File: config.mk
export PLATFORM = sky130hd
export DESIGN_NAME = bus_arbiter_ir
export DESIGN_NICKNAME = d
export VERILOG_FILES = /design/src/rtl/arb_ir_pkg.sv /design/src/rtl/fixed_prio_pick.sv /design/src/rtl/offer_timer.sv /design/src/rtl/bus_arbiter_ir.sv
export SDC_FILE = /design/constraint.sdc
export NUM_CORES = 1
export LEC_CHECK = 0
export ABC_AREA = 1
export CAP_MARGIN = 20
export CELL_PAD_IN_SITES_DETAIL_PLACEMENT = 1
export CELL_PAD_IN_SITES_GLOBAL_PLACEMENT = 2
export CORE_MARGIN = 4
export CORE_UTILIZATION = 34
export DETAILED_ROUTE_END_ITERATION = 7
export DONT_BUFFER_PORTS = 1
export PLACE_DENSITY_LB_ADDON = 0.1
export SYNTH_ARGS = -nofsm -noshare
export SYNTH_HDL_FRONTEND = slang
export SYNTH_SLANG_ARGS = --single-unit
File: constraint.sdc
create_clock -name clk -period 2.1 [get_ports clk]
set_input_delay 0.315 -clock clk [delete_from_list [all_inputs] [get_ports clk]]
set_output_delay 0.315 -clock clk [all_outputs]
set_load 0.02 [all_outputs]
File: src/rtl/arb_ir_pkg.sv
// Shared types of the independent request bus arbiter.
package arb_ir_pkg;
    // Controller phase: free, grant offered, bus owned.
    typedef enum logic [1:0] {
        ST_FREE  = 2'd0,
        ST_OFFER = 2'd1,
        ST_OWNED = 2'd2
    } arb_phase_e;
endpackage

File: src/rtl/fixed_prio_pick.sv
// Fixed-priority winner pick: the lowest-index asserted request wins.
// Assumes N_UNITS >= 1. Purely combinational.
module fixed_prio_pick #(
    parameter int N_UNITS = 4,
    parameter int IDX_W   = 2
) (
    input  logic [N_UNITS-1:0] req,
    output logic [N_UNITS-1:0] win_onehot,
    output logic [IDX_W-1:0]   win_idx,
    output logic               any_req
);
    logic [N_UNITS:0] lower_seen;

    assign lower_seen[0] = 1'b0;

    genvar g;
    generate
        for (g = 0; g < N_UNITS; g++) begin : g_chain
            // Unit g wins when it requests and no lower unit does.
            assign win_onehot[g]   = req[g] & ~lower_seen[g];
            assign lower_seen[g+1] = lower_seen[g] | req[g];
        end
    endgenerate

    assign any_req = lower_seen[N_UNITS];

    // Encode the one-hot winner into a binary index.
    always_comb begin
        win_idx = '0;
        for (int i = 0; i < N_UNITS; i++) begin
            if (win_onehot[i]) win_idx = IDX_W'(i);
        end
    end
endmodule

File: src/rtl/offer_timer.sv
// Counts the cycles that a grant has been offered without an answer.
// Assumes LIMIT >= 1. It counts while run is high and clears otherwise.
module offer_timer #(
    parameter int LIMIT = 8,
    parameter int CNT_W = 4
) (
    input  logic clk,
    input  logic rst_n,
    input  logic run,
    output logic expired
);
    logic [CNT_W-1:0] cnt_q;

    // Cycle counter for the current offer.
    always_ff @(posedge clk) begin
        if (!rst_n)   cnt_q <= '0;
        else if (run) cnt_q <= cnt_q + 1'b1;
        else          cnt_q <= '0;
    end

    assign expired = run && (cnt_q == CNT_W'(LIMIT - 1));
endmodule

File: src/rtl/bus_arbiter_ir.sv
// Central bus controller with one request line and one grant line per unit.
// When busy is low it grants the lowest-index requester. It withdraws the
// grant when busy is taken, when the request drops or when the timeout
// runs out. Assumes busy is driven only by the unit holding the grant or
// the bus.
module bus_arbiter_ir
    import arb_ir_pkg::*;
#(
    parameter int N_UNITS       = 4,
    parameter int GRANT_TIMEOUT = 8,
    parameter int IDX_W         = (N_UNITS > 1) ? $clog2(N_UNITS) : 1
) (
    input  logic               clk,
    input  logic               rst_n,
    input  logic [N_UNITS-1:0] req,
    input  logic               busy,
    output logic [N_UNITS-1:0] grant,
    output logic [IDX_W-1:0]   grant_idx
);
    localparam int CNT_W = $clog2(GRANT_TIMEOUT + 1) + 1;

    arb_phase_e         phase_q;
    logic [N_UNITS-1:0] grant_q;
    logic [IDX_W-1:0]   idx_q;
    logic [N_UNITS-1:0] pick_onehot;
    logic [IDX_W-1:0]   pick_idx;
    logic               pick_any;
    logic               offer_expired;
    logic               owner_req;

    fixed_prio_pick #(.N_UNITS(N_UNITS), .IDX_W(IDX_W)) u_pick (
        .req        (req),
        .win_onehot (pick_onehot),
        .win_idx    (pick_idx),
        .any_req    (pick_any)
    );

    offer_timer #(.LIMIT(GRANT_TIMEOUT), .CNT_W(CNT_W)) u_timer (
        .clk     (clk),
        .rst_n   (rst_n),
        .run     (phase_q == ST_OFFER),
        .expired (offer_expired)
    );

    // The granted unit still holds its request.
    assign owner_req = |(req & grant_q);

    // Phase sequencing and registered grant and owner index.
    always_ff @(posedge clk) begin
        if (!rst_n) begin
            phase_q <= ST_FREE;
            grant_q <= '0;
            idx_q   <= '0;
        end else begin
            case (phase_q)
                ST_FREE: begin
                    if (!busy && pick_any) begin
                        grant_q <= pick_onehot;
                        idx_q   <= pick_idx;
                        phase_q <= ST_OFFER;
                    end
                end
                ST_OFFER: begin
                    if (busy) begin
                        grant_q <= '0;
                        phase_q <= ST_OWNED;
                    end else if (!owner_req || offer_expired) begin
                        grant_q <= '0;
                        phase_q <= ST_FREE;
                    end
                end
                ST_OWNED: begin
                    if (!busy) phase_q <= ST_FREE;
                end
                default: begin
                    grant_q <= '0;
                    phase_q <= ST_FREE;
                end
            endcase
        end
    end

    assign grant     = grant_q;
    assign grant_idx = idx_q;
endmodule

Word-level counts from Yosys, hierarchy flattened
Index checks and enable logic that the tools add are counted.
- eq/ne operators: 6
- reduce and logical (&&, ||, !) cells: 11
- add/sub/neg operators: 1
- multiplexer cells: 12
- bitwise logic cells: 11
- operator list (cell ; count):
    $mux 2 ; 6
    $mux 4 ; 3
    $pmux 4 s3 ; 1
    $pmux 2 s3 ; 1
    $reduce_and 3->1 ; 2
    $add 5x1->5 const B ; 1
    $eq 5x3->1 const B ; 1
    $and 4x4->4 ; 1
    $ne 2x2->1 const B ; 2
    $not 1->1 ; 4
    $reduce_and 2->1 ; 2
    $reduce_or 4->1 ; 1
    $and 1x1->1 ; 3
    $ne 3x3->1 const B ; 1
    $or 1x1->1 ; 3
    $eq 2x1->1 const B ; 1
    $eq 2x2->1 const B ; 1
    $logic_and 1x1->1 ; 2
    $logic_not 1->1 ; 2
    $logic_not 2->1 ; 1
    $logic_or 1x1->1 ; 1
    $mux 1 ; 1
- flip-flop bits (word level): 13
- output and inout bits: 6

Longest topological paths before layout
Gate-level depths: netlist of run 1.
- depth after elaboration: 7
- gate-level depth with buffers: 9
- mapped depth without buffers: 9

By module
From an unflattened synthesis of run 1, not the netlist that was laid out.
- cell total of the unflattened synthesis: 100
- area, all modules: 671.9 sq um
- by module, submodules not included (module ; cells each ; times used ; area an instance (sq um)):
    bus_arbiter_ir ; 58 ; 1 ; 381.6
    offer_timer ; 28 ; 1 ; 214.0
    fixed_prio_pick ; 14 ; 1 ; 76.3

Worst setup path before layout of run 1
No wires, ideal clock.
- kind: reg2reg
- start: reg u_timer.cnt_q[0]
- end: reg grant_q[0] (netlist: grant[0])
- data required time: 1991 ps
- library setup time: 109 ps
- data arrival time: 1032 ps
- stages on the path, launching flop included: 10
- slack: 960 ps
- clock period less this slack: 1140 ps
- cell sequence: dfxtp_1 > ha_1 > nand2_1 > nor2_1 > nor2_1 > nand2_2 > nand3_4 > nand2_1 > inv_2 > nor2_2
- cells in the longest elaborated chain, start to end: 5
- RTL lines (what ; RTL line ; RTL):
    start: declaration ; offer_timer.sv:12 ; logic [CNT_W-1:0] cnt_q;
    start signal: assignment ; offer_timer.sv:17 ; else if (run) cnt_q <= cnt_q + 1'b1;
    $eq 5x3->1 ; offer_timer.sv:21 ; assign expired = run && (cnt_q == CNT_W'(LIMIT - 1));
    $logic_and 1x1->1 ; offer_timer.sv:21 ;
    $logic_or 1x1->1 ; bus_arbiter_ir.sv:67 ; end else if (!owner_req || offer_expired) begin
    $ne 3x3->1 (no line) ; n/a ;
    $reduce_and 3->1 (no line) ; n/a ;
    end signal: assignment ; bus_arbiter_ir.sv:58 ; grant_q <= pick_onehot;
    end: declaration ; bus_arbiter_ir.sv:23 ; logic [N_UNITS-1:0] grant_q;
Every way passes these cells.
A chain may end at the register's enable or synchronous reset.

Final worst setup path of run 1
Same ends and word-level chain as after synthesis.

==> tab_implementation.tex, run 1 <==
\begin{tabular}{lr}
\hline
Metric & Value \\
\hline
\multicolumn{2}{l}{\textbf{Die}} \\
Height of the die & 52.5 um \\
Count of pins on the block boundary & 13 \\
Core Footprint & 0.00180 sq mm \\
Initial standard-cell utilization of the core & 37.3\% \\
Die area & 0.00275 sq mm \\
Die Wd & 52.5 um \\
Count of standard-cell rows & 15 \\
\multicolumn{2}{l}{\textbf{Layout}} \\
Area Overhead vs Synth & 8.57\% \\
Diodes inserted & 0 \\
Nets@finish & 109 \\
Filler-free cell count of the finished design & 125 \\
Commonest cells after routing, fill and taps aside & sky130\_fd\_sc\_hd\_\_nand2\_1 (24), sky130\_fd\_sc\_hd\_\_inv\_1 (15), sky130\_fd\_sc\_hd\_\_dfxtp\_1 (13) \\
Share of post-route cells with drive strength above 1 & $\sim$20\% \\
Most frequent standard cell in the layout excluding fill and tap cells & sky130\_fd\_sc\_hd\_\_nand2\_1 \\
\multicolumn{2}{l}{\textbf{Power}} \\
Combinational share of power & 16.1\% \\
Internal power & between 0.0003 and 0.0004 W \\
Areal power density over the cells & just over 700 mW/mm\^{}2 \\
Net Sw Frac & 30.0\% \\
Leak Pwr & between 0.3 and 0.4 nW \\
Sequential share of power & 54.6\% \\
Worst voltage drop across the vdd grid & 322 uV \\
Power share of the clock group & 29.3\% \\
Reported net switching power & 0.000155 W \\
\multicolumn{2}{l}{\textbf{CTS}} \\
Number of buffers on the longest clock path & 2 \\
Cells resized by post-CTS repair & 0 \\
Inserted Clock Buffers & 3 \\
Num Clock Sinks & 13 \\
Clock tree from TritonCTS & done \\
Skew-Pair Late Insertion Delay & 0.27 ns \\
Post-CTS clock slew at the launch and capture registers of the worst setup and hold paths & approximately 0.070 ns \\
Clock root buffer & sky130\_fd\_sc\_hd\_\_clkbuf\_4 \\
H-tree lvl count & 1 \\
Number of buffers inserted for hold repair after clock tree synthesis & 0 \\
Setup repair bufs after CTS & 0 \\
\multicolumn{2}{l}{\textbf{Status}} \\
Result of the run & completed \\
\multicolumn{2}{l}{\textbf{GRT}} \\
Total track usage & 13.4\% \\
Number of global-route vias before repair & 605 \\
Pin count of the biggest net entering global routing & 8 \\
Antenna violations before repair & 0 \\
Grt total ovfl & 0 \\
Global-route wire length before repair & 2620 um \\
\multicolumn{2}{l}{\textbf{Timing}} \\
Unrepaired setup endpoints after global routing & no \\
Slew at the pin closest to its max-slew limit & 0.323 ns \\
Clock Skews & roughly 0.00058 ns \\
Final Max Slew Viols & 0 \\
Min Tclk post-route & 1.24 ns \\
Count of endpoints failing hold in the final timing report & 0 \\
Total of endpoints with negative setup slack in the final report & 0 \\
Period utilisation layout & 59.1\% \\
Setup Total Neg Slack & 0 ns \\
Maximum achievable frequency & approximately 800 MHz \\
Normalized max-slew margin & 78.5\% \\
\multicolumn{2}{l}{\textbf{Routing}} \\
Iteration-0 DRC count of the detailed router & 5 \\
Routed Antenna Nets & 0 \\
WL final & 1430 um \\
First drt pass iteration count & 4 \\
Post-detailed-route DRC marker count & 0 \\
Via count of the routed design & 584 \\
Vias per std cell & 4.67 \\
Post-DR wirelength/cell & 11.5 um \\
\multicolumn{2}{l}{\textbf{Job}} \\
Number of maximum-capacitance violations & 0 \\
\multicolumn{2}{l}{\textbf{Placed design}} \\
Cell Count Post-Placement & 121 \\
Number of I/O port buffers & 0 \\
Post-detailed-placement half-perimeter wirelength & around 1200 um \\
Final estimated routing congestion in global placement & 0.686 \\
\multicolumn{2}{l}{\textbf{Worst setup path}} \\
CP Cell Sequence & ha\_1 -> nand2\_1 -> nor2\_1 -> nor2\_1 -> nand2\_2 -> nand3\_4 -> nand2\_1 -> inv\_2 -> nor2\_2 \\
Worst-path fanout max & 6 \\
Critical Path RT & 2.28 ns \\
Worst path max stage delay & about 0.33 ns \\
Crit-path slowest cell & sky130\_fd\_sc\_hd\_\_dfxtp\_1 \\
Endpoint kind of the worst setup timing path & flip-flop \\
Worst setup path category & flip-flop to flip-flop \\
Arrival time at the worst endpoint & 1.42 ns \\
CP Launch Type & flip-flop \\
CP top delay family & simple AND/OR/NAND/NOR gates \\
Crit path buf inv count & 1 \\
\multicolumn{2}{l}{\textbf{Yosys}} \\
Number of synthesized register bits & 13 \\
Synthesized net count & 104 \\
Share of synthesized area occupied by flip-flops and latches & 38.7\% \\
Netlist cell types & 19 \\
YS warnings & 0 \\
Post-synthesis area per instance & 7.00 sq um \\
Count of mapped cells out of synthesis & 96 \\
Total standard cell area after synthesis & approximately 670 sq um \\
\multicolumn{2}{l}{\textbf{Min path}} \\
Hold Path Class & input pin to flip-flop \\
\hline
\end{tabular}
cell type report:
| cell class | count | area (sq um) |
|---|---|---|
| Fill cell | 249 | 1070 |
| Multi-Input combinational cell | 63 | 337 |
| Sequential cell | 13 | 260 |
| Inverter | 20 | 75.1 |
| Tap cell | 25 | 31.3 |
| Clock buffer | 4 | 26.3 |
through the flow:
stage	cell area [sq um]	total power [W]	hold WS [ns]	utilization (%)	setup WS [ns]
finish	729	0.000518	0.166	40.5	0.859
global placement	703	0.000372	0.432	39.0	0.900
floorplan	672	0.000356	0.417	-	0.960
detailed placement	703	0.000373	0.445	39.0	0.852
global route	729	0.000556	0.149	40.5	0.730
CTS	729	0.000532	0.154	40.5	0.831
worst paths after layout:
kind              cells after the start        startpoint               end  slack (ns)
setup reg to reg                      9  u_timer.cnt_q[0]          grant[0]        0.86
hold reg to reg                       1  u_timer.cnt_q[0]  u_timer.cnt_q[0]        0.45
setup / recovery                      9  u_timer.cnt_q[0]          grant[0]        0.86
hold / removal                        2             rst_n          grant[3]        0.17
per-layer routing:
layer	share of wire (%)	vias to the layer above	track usage (%)
li1	-	310	-
met1	48	254	16.1
met2	43	15	19.0
met3	7.0	5	7.41
met4	2.0	0	6.38
met5	0	-	0
power by group through the flow:
stage | Clock (W) | Sequential [W] | Combinational, W
after floorplan | 0 | 0.000286 | 0.0000701
after global placement | 0 | 0.000290 | 0.0000829
after detailed placement | 0 | 0.000289 | 0.0000837
after CTS | 0.000163 | 0.000284 | 0.0000850
after global routing | 0.000174 | 0.000286 | 0.0000967
final | 0.000152 | 0.000283 | 0.0000834
flip-flops by register name, summed over array words and instances (netlist names):
name,count
grant,4
grant_idx,2
phase_q,2
u_timer.cnt_q,5
Yosys cell counts:
| cell type | instances | area (sq um) |
|---|---|---|
| sky130_fd_sc_hd__nand3_1 | 2 | 10.0 |
| sky130_fd_sc_hd__a211oi_1 | 1 | 7.51 |
| sky130_fd_sc_hd__nand2_1 | 24 | 90.1 |
| sky130_fd_sc_hd__nor3_1 | 1 | 5.00 |
| sky130_fd_sc_hd__o21bai_1 | 1 | 7.51 |
| sky130_fd_sc_hd__nand3_4 | 1 | 17.5 |
| sky130_fd_sc_hd__nand2_2 | 2 | 12.5 |
| sky130_fd_sc_hd__nor2_2 | 6 | 37.5 |
| sky130_fd_sc_hd__a21oi_1 | 5 | 25.0 |
| sky130_fd_sc_hd__inv_2 | 5 | 18.8 |
| sky130_fd_sc_hd__nor2_4 | 1 | 11.3 |
| sky130_fd_sc_hd__o2111ai_1 | 1 | 8.76 |
| sky130_fd_sc_hd__o21ai_0 | 2 | 10.0 |
| sky130_fd_sc_hd__nand4_1 | 5 | 31.3 |
| sky130_fd_sc_hd__ha_1 | 1 | 12.5 |
| sky130_fd_sc_hd__nor2_1 | 8 | 30.0 |
| sky130_fd_sc_hd__inv_1 | 15 | 56.3 |
| sky130_fd_sc_hd__dfxtp_1 | 13 | 260 |
| sky130_fd_sc_hd__nand3_2 | 2 | 20.0 |
logic make-up (layout without fill, tap and decap cells):
family | count (synthesis) | in the layout | share of synthesized area, %
simple gates | 52 | 52 | 39.5
buf+inv | 20 | 24 | 11.2
flops | 13 | 13 | 38.7
compound gates | 10 | 10 | 8.75
fa+ha+maj | 1 | 1 | 1.86
No activity file was read; power rests on OpenSTA's default activity.
==> inputs of run 2 (changes only) <==
Settings changed: ABC_AREA 1 to 0, CORE_UTILIZATION 34 to 30.
Clock period 2.1 ns to 1.1 ns, I/O delays scaled along.
==> run 2 against run 1 <==
Net effect:
- the flow now finishes with violations (setup timing)
- critical endpoint is now grant[1]
- worst setup slack worse by 1.1 ns
- clock power is 100% higher
- global-route usage grew 0.61 points
- sequential power increased by 78%
- register-to-register slack got worse by 1.1 ns
- wire length up 11%
- synthesized area fell by 13%
- synthesized cell count shrank 32%
- sequential cell count unchanged
- die area fell by 1.2%
- critical path type unchanged
- hold slack got worse by 0.14 ns
==> tab_implementation.tex, run 2 <==
\begin{tabular}{lr}
\hline
Metric & Value \\
\hline
\multicolumn{2}{l}{\textbf{Status}} \\
Result of the run & finished, violations left \\
Failing checks & setup timing \\
\multicolumn{2}{l}{\textbf{Worst setup path}} \\
Critical Path RT & about 1.3 ns \\
Crit path buf inv count & 0 \\
Endpoint kind of the worst setup timing path & flip-flop \\
Worst path max stage delay & 0.36 ns \\
Total stage count of the critical path & 5 \\
CP top delay family & compound AO/OA/AOI/OAI gates \\
CP Cell Sequence & ha\_4 -> nor4bb\_4 -> a2111oi\_4 -> nor2\_4 -> mux2i\_1 \\
Startpoint of the worst register-to-register path & u\_timer.cnt\_q[1] \\
Critical path launch point & u\_timer.cnt\_q[1] \\
Worst setup path end & grant[1] \\
Worst-path fanout max & 4 \\
Arrival time at the worst endpoint & 1.48 ns \\
Reg2reg end & grant[1] \\
Crit-path slowest cell & sky130\_fd\_sc\_hd\_\_a2111oi\_4 \\
CP Launch Type & flip-flop \\
Worst reg2reg setup slack & -0.22 ns \\
Worst r2r path cells & 5 \\
Worst setup path category & flip-flop to flip-flop \\
\multicolumn{2}{l}{\textbf{Power}} \\
Worst voltage drop across the vdd grid & 624 uV \\
Areal power density over the cells & 1110 mW/mm\^{}2 \\
Reported net switching power & 0.000247 W \\
Leak Pwr & $\sim$0.31 nW \\
Combinational share of power & 14.4\% \\
Power share of the clock group & around a third \\
Sequential share of power & 53.3\% \\
Internal power & approximately 0.0007 W \\
Net Sw Frac & 26.1\% \\
\multicolumn{2}{l}{\textbf{Timing}} \\
Min Tclk post-route & 1.32 ns \\
Setup Total Neg Slack & -0.906 ns \\
Maximum achievable frequency & 758 MHz \\
Slew at the pin closest to its max-slew limit & 0.367 ns \\
Count of endpoints failing hold in the final timing report & 0 \\
Unrepaired setup endpoints after global routing & yes \\
Normalized max-slew margin & 75.6\% \\
Clock Skews & 0.00962 ns \\
Period utilisation layout & 120\% \\
Final Max Slew Viols & 0 \\
Total of endpoints with negative setup slack in the final report & 5 \\
Worst setup margin & -0.218 ns \\
\multicolumn{2}{l}{\textbf{Yosys}} \\
Total standard cell area after synthesis & 584 sq um \\
Synthesized net count & 73 \\
Share of synthesized area occupied by flip-flops and latches & 44.5\% \\
Count of mapped cells out of synthesis & 65 \\
Flip-flop cell with the highest count after synthesis & sky130\_fd\_sc\_hd\_\_dfxtp\_1 \\
Dominant cells by area after synthesis & sky130\_fd\_sc\_hd\_\_dfxtp\_1 (45\%), sky130\_fd\_sc\_hd\_\_mux2i\_1 (5.1\%), sky130\_fd\_sc\_hd\_\_nor2\_1 (5.1\%), sky130\_fd\_sc\_hd\_\_nand2\_1 (4.5\%), sky130\_fd\_sc\_hd\_\_nand3\_1 (4.3\%) \\
YS warnings & 0 \\
Netlist cell types & 26 \\
Count of flip-flops with a built-in enable after synthesis & 0 \\
Dominant cell type by area after synthesis & sky130\_fd\_sc\_hd\_\_dfxtp\_1 \\
Top cell types by occurrence after synthesis & sky130\_fd\_sc\_hd\_\_dfxtp\_1 (13), sky130\_fd\_sc\_hd\_\_nor2\_1 (8), sky130\_fd\_sc\_hd\_\_nand2\_1 (7) \\
Number of synthesized register bits & 13 \\
Async set-reset flop share out of synthesis & 0\% \\
Post-synthesis area per instance & 8.99 sq um \\
Share of the synthesized area in the top cell type & between 40\% and 50\% \\
Most frequent cell after synthesis & sky130\_fd\_sc\_hd\_\_dfxtp\_1 \\
\multicolumn{2}{l}{\textbf{CTS}} \\
Post-CTS clock slew at the launch and capture registers of the worst setup and hold paths & about 0.09 ns \\
Clock tree from TritonCTS & done \\
Skew-Pair Late Insertion Delay & about 0.28 ns \\
Num Clock Sinks & 13 \\
Inserted Clock Buffers & 3 \\
H-tree lvl count & 1 \\
Number of buffers on the longest clock path & 2 \\
Clock root buffer & sky130\_fd\_sc\_hd\_\_clkbuf\_4 \\
\multicolumn{2}{l}{\textbf{GRT}} \\
Pin count of the biggest net entering global routing & 13 \\
Antenna violations before repair & 0 \\
Total track usage & 14.0\% \\
Global-route wire length before repair & 2750 um \\
Grt total ovfl & 0 \\
Number of global-route vias before repair & 572 \\
\multicolumn{2}{l}{\textbf{Die}} \\
Die area & 0.00272 sq mm \\
Core Footprint & 0.00178 sq mm \\
Die Wd & 52.1 um \\
Count of pins on the block boundary & 13 \\
Height of the die & 52.1 um \\
Count of standard-cell rows & 15 \\
Initial standard-cell utilization of the core & 32.8\% \\
\multicolumn{2}{l}{\textbf{Layout}} \\
Commonest cells after routing, fill and taps aside & sky130\_fd\_sc\_hd\_\_buf\_4 (13), sky130\_fd\_sc\_hd\_\_dfxtp\_1 (9), sky130\_fd\_sc\_hd\_\_nor2\_1 (8) \\
Area Overhead vs Synth & 45.2\% \\
Most frequent standard cell in the layout excluding fill and tap cells & sky130\_fd\_sc\_hd\_\_buf\_4 \\
Filler-free cell count of the finished design & between 100 and 150 \\
Cell area after layout & 848 sq um \\
Nets@finish & 93 \\
Diodes inserted & 0 \\
Post-layout util & approximately 48\% \\
Register bank with the most flops & u\_timer.cnt\_q \\
Share of post-route cells with drive strength above 1 & 35.7\% \\
Largest register FFs & 5 \\
\multicolumn{2}{l}{\textbf{Routing}} \\
Via count of the routed design & roughly 530 \\
Vias per std cell & 4.83 \\
Routed Antenna Nets & 0 \\
Post-DR wirelength/cell & 14.6 um \\
Post-detailed-route DRC marker count & 0 \\
Iteration-0 DRC count of the detailed router & 3 \\
WL final & 1590 um \\
First drt pass iteration count & 3 \\
\multicolumn{2}{l}{\textbf{Placed design}} \\
Post-detailed-placement half-perimeter wirelength & 1120 um \\
Number of I/O port buffers & 0 \\
Place WS & -0.340 ns \\
Placed Area & about 740 sq um \\
Final estimated routing congestion in global placement & about 0.71 \\
Cell Count Post-Placement & 102 \\
\multicolumn{2}{l}{\textbf{Job}} \\
Number of maximum-capacitance violations & 0 \\
\multicolumn{2}{l}{\textbf{Min path}} \\
Hold Path Class & input pin to flip-flop \\
\hline
\end{tabular}
==> run 2: kinds of logic after synthesis <==
logic type | Yosys count | share of synthesized area, %
xor+xnor | 3 | 4.50
fa+ha+maj | 1 | 2.14
compound gates | 10 | 13.7
flops | 13 | 44.5
mux | 3 | 5.14
buf+inv | 4 | 2.57
simple gates | 31 | 27.4
==> run 2: metrics by stage <==
stage          power [W]  hold slack, ns
5_1_grt          0.00101         0.00973
3_3_place_gp    0.000616           0.286
3_5_place_dp    0.000618           0.291
4_1_cts         0.000948          0.0197
2_1_floorplan   0.000582           0.281
6_report        0.000944          0.0235
==> run 2: power by group through the flow <==
stage	sequential (W)	combinational, W	clock [W]
floorplan	0.000519	0.0000624	0
global placement	0.000511	0.000105	0
detailed placement	0.000511	0.000107	0
CTS	0.000502	0.000129	0.000316
global route	0.000506	0.000149	0.000352
finish	0.000503	0.000136	0.000305
==> run 2: worst register-to-register path: stages (launching register included) <==
cell                        delay [ns]
sky130_fd_sc_hd__dfxtp_2          0.34
sky130_fd_sc_hd__ha_4             0.15
sky130_fd_sc_hd__nor4bb_4         0.15
sky130_fd_sc_hd__a2111oi_4        0.36
sky130_fd_sc_hd__nor2_4           0.09
sky130_fd_sc_hd__mux2i_1          0.13
==> run 2: worst min path at each step <==
stage | startpoint | to | depth (start not counted)
final | rst_n | grant[3] | 2
after global routing | rst_n | grant[1] | 2
after CTS | req[0] | grant[0] | 2
after detailed placement | rst_n | phase_q[0] | 1
after global placement | busy | phase_q[1] | 2
after floorplan | busy | phase_q[1] | 2
==> run 2: layout make-up <==
cell class	count	area, sq um
Clock buffer	4	26.3
Tap cell	25	31.3
Multi-Input combinational cell	48	385
Sequential cell	13	265
Timing Repair Buffer	16	129
Inverter	3	11.3
Fill cell	211	935
==> run 2: what timing repair did <==
| action | CTS | global route |
|---|---|---|
| endpoints found under the hold margin | 2 | 0 |
| hold buffers | 2 | 0 |
| gates resized for setup | 6 | 4 |
| setup endpoints to repair | 6 | 7 |
| buffers inserted | 1 | 0 |
| pin swaps | 4 | 1 |
| cloned | 0 | 0 |
==> run 2: per-layer routing <==
layer	part of all wire [%]	vias up	GRT usage, %
met2	47	6	22.2
met4	0.88	0	6.38
met5	0	-	0
met3	4.2	2	4.58
met1	48	254	17.0
li1	-	264	-
==> inputs of run 3 (changes only) <==
==> constraint.sdc (replaced) <==
create_clock -name clk -period 1.1 [get_ports clk]
set_input_delay 0.22 -clock clk [delete_from_list [all_inputs] [get_ports clk]]
set_output_delay 0.22 -clock clk [all_outputs]
set_load 0.02 [all_outputs]
==> run 3 against run 2 <==
Net effect:
- the flow still finishes with violations (setup timing)
- sequential share of layout area rose by 2.2 points
- sequential cell count unchanged
- design area decreased by 5.8%
- critical path type unchanged
- largest cell class unchanged
==> tab_implementation.tex, run 3 (synthesized netlist as in run 2, its figures left out) <==
\begin{tabular}{lr}
\hline
Metric & Value \\
\hline
\multicolumn{2}{l}{\textbf{Layout}} \\
Largest register FFs & 5 \\
Diodes inserted & 0 \\
Share of post-route cells with drive strength above 1 & 35.0\% \\
Cell area after layout & 800 sq um \\
Register bank with the most flops & u\_timer.cnt\_q \\
Area Overhead vs Synth & 36.8\% \\
Most frequent standard cell in the layout excluding fill and tap cells & sky130\_fd\_sc\_hd\_\_buf\_4 \\
Nets@finish & 89 \\
Commonest cells after routing, fill and taps aside & sky130\_fd\_sc\_hd\_\_buf\_4 (12), sky130\_fd\_sc\_hd\_\_dfxtp\_1 (9), sky130\_fd\_sc\_hd\_\_nand2\_1 (7), sky130\_fd\_sc\_hd\_\_nor2\_1 (7), sky130\_fd\_sc\_hd\_\_nand3\_1 (5) \\
Post-layout util & roughly 45\% \\
\multicolumn{2}{l}{\textbf{Placed design}} \\
Place WS & -0.345 ns \\
Placed Area & approximately 720 sq um \\
Number of I/O port buffers & 0 \\
Final estimated routing congestion in global placement & 0.668 \\
Post-detailed-placement half-perimeter wirelength & 1110 um \\
\multicolumn{2}{l}{\textbf{Power}} \\
Leak Pwr & around 0.29 nW \\
Net Sw Frac & 25.3\% \\
Combinational share of power & 11.8\% \\
Power share of the clock group & approximately 33\% \\
Internal power & 0.000679 W \\
Worst voltage drop across the vdd grid & 594 uV \\
Areal power density over the cells & 1140 mW/mm\^{}2 \\
Reported net switching power & $\sim$0.00023 W \\
Sequential share of power & 55.5\% \\
\multicolumn{2}{l}{\textbf{Status}} \\
Failing checks & setup timing \\
Result of the run & finished, violations left \\
\multicolumn{2}{l}{\textbf{CTS}} \\
Post-CTS clock slew at the launch and capture registers of the worst setup and hold paths & $\sim$0.080 ns \\
Clock root buffer & sky130\_fd\_sc\_hd\_\_clkbuf\_4 \\
Inserted Clock Buffers & 3 \\
H-tree lvl count & 1 \\
Number of buffers on the longest clock path & 2 \\
Num Clock Sinks & 13 \\
Skew-Pair Late Insertion Delay & 0.27 ns \\
Clock tree from TritonCTS & done \\
\multicolumn{2}{l}{\textbf{Die}} \\
Core Footprint & 0.00178 sq mm \\
Initial standard-cell utilization of the core & 32.8\% \\
Die Wd & 52.1 um \\
Count of standard-cell rows & 15 \\
Height of the die & roughly 52 um \\
Count of pins on the block boundary & 13 \\
Die area & roughly 0.0027 sq mm \\
\multicolumn{2}{l}{\textbf{Timing}} \\
Min Tclk post-route & 1.33 ns \\
Normalized max-slew margin & 75.8\% \\
Setup Total Neg Slack & -1.08 ns \\
Worst setup margin & -0.232 ns \\
Clock Skews & 0.00414 ns \\
Period utilisation layout & 121\% \\
Slew at the pin closest to its max-slew limit & approximately 0.36 ns \\
Count of endpoints failing hold in the final timing report & 0 \\
Unrepaired setup endpoints after global routing & yes \\
Maximum achievable frequency & 750 MHz \\
Total of endpoints with negative setup slack in the final report & 5 \\
Final Max Slew Viols & 0 \\
Minimum hold slack & $\sim$0.047 ns \\
\multicolumn{2}{l}{\textbf{Routing}} \\
First drt pass iteration count & 3 \\
Routed Antenna Nets & 0 \\
Via count of the routed design & 497 \\
Iteration-0 DRC count of the detailed router & 4 \\
Vias per std cell & 4.73 \\
WL final & 1480 um \\
Post-DR wirelength/cell & 14.1 um \\
Post-detailed-route DRC marker count & 0 \\
\multicolumn{2}{l}{\textbf{GRT}} \\
Total track usage & 13.1\% \\
Antenna violations before repair & 0 \\
Global-route wire length before repair & approximately 2600 um \\
Grt total ovfl & 0 \\
Pin count of the biggest net entering global routing & 14 \\
Number of global-route vias before repair & $\sim$540 \\
\multicolumn{2}{l}{\textbf{Worst setup path}} \\
Worst path max stage delay & 0.35 ns \\
Crit-path slowest cell & sky130\_fd\_sc\_hd\_\_a2111oi\_4 \\
Arrival time at the worst endpoint & 1.55 ns \\
CP Cell Sequence & ha\_4 -> nor4bb\_4 -> a2111oi\_4 -> buf\_4 -> o21a\_1 \\
CP Launch Type & flip-flop \\
Worst setup path category & flip-flop to flip-flop \\
Endpoint kind of the worst setup timing path & flip-flop \\
Critical Path RT & 1.31 ns \\
Worst-path fanout max & 2 \\
\multicolumn{2}{l}{\textbf{Job}} \\
Number of maximum-capacitance violations & 0 \\
\multicolumn{2}{l}{\textbf{Min path}} \\
Hold Path Class & input pin to flip-flop \\
\hline
\end{tabular}
-- run 3: changes by cell type in the layout (fill, tap and decap cells not counted), sizes merged --
cell | before | now
dlygate4sd3 | 2 | 0
buf | 14 | 12
-- run 3: critical path: cells and delay by family (launching register included) --
kind | cells | cell delay [ns]
simple gates | 1 | 0.15
compound gates | 2 | 0.45
flops | 1 | 0.34
fa+ha+maj | 1 | 0.15
buf+inv | 1 | 0.17
-- run 3: final cells by class --
cell class | instances | area (sq um)
sequential | 13 | 268
clock buffer | 4 | 26.3
multi-input combinational | 48 | 373
fill | 210 | 983
timing repair buffer | 12 | 90.1
inverter | 3 | 11.3
tap | 25 | 31.3
-- run 3: metal layers --
metal / GRT usage (%) / share of wire (%) / vias up
met5: 0 / 0 / -
met4: 7.66 / 1.2 / 0
met3: 3.44 / 4.9 / 2
met2: 19.9 / 46 / 7
met1: 16.6 / 48 / 230
li1: - / - / 258
-- run 3: stage by stage --
step                      cells  power (W)
after detailed placement    100   0.000612
after CTS                   105   0.000923
final                       105   0.000908
after global placement      100   0.000611
after global routing        105   0.000966
after floorplan              65   0.000582
-- run 3: path summary, 6_finish.rpt --
check / from / to / slack [ns] / cells after the start
hold / removal: busy / phase_q[1] / 0.05 / 2
hold reg to reg: u_timer.cnt_q[0] / u_timer.cnt_q[0] / 0.52 / 2
setup / recovery: u_timer.cnt_q[1] / phase_q[0] / -0.23 / 5
setup reg to reg: u_timer.cnt_q[1] / phase_q[0] / -0.23 / 5
-- run 3: timing repair --
| item | in CTS | in global routing |
|---|---|---|
| endpoints found under the setup margin | 6 | 7 |
| resized for setup | 3 | 6 |
| buffers inserted | 1 | 0 |
| pin swaps | 3 | 5 |
| hold buffers | 0 | 0 |
-- run 3: power by group through the flow --
| stage | Clock [W] | Combinational (W) | Sequential, W |
|---|---|---|---|
| after CTS | 0.000313 | 0.000106 | 0.000504 |
| after global routing | 0.000341 | 0.000118 | 0.000508 |
| after detailed placement | 0 | 0.0000975 | 0.000514 |
| final | 0.000297 | 0.000107 | 0.000504 |
| after global placement | 0 | 0.0000970 | 0.000514 |
| after floorplan | 0 | 0.0000625 | 0.000519 |
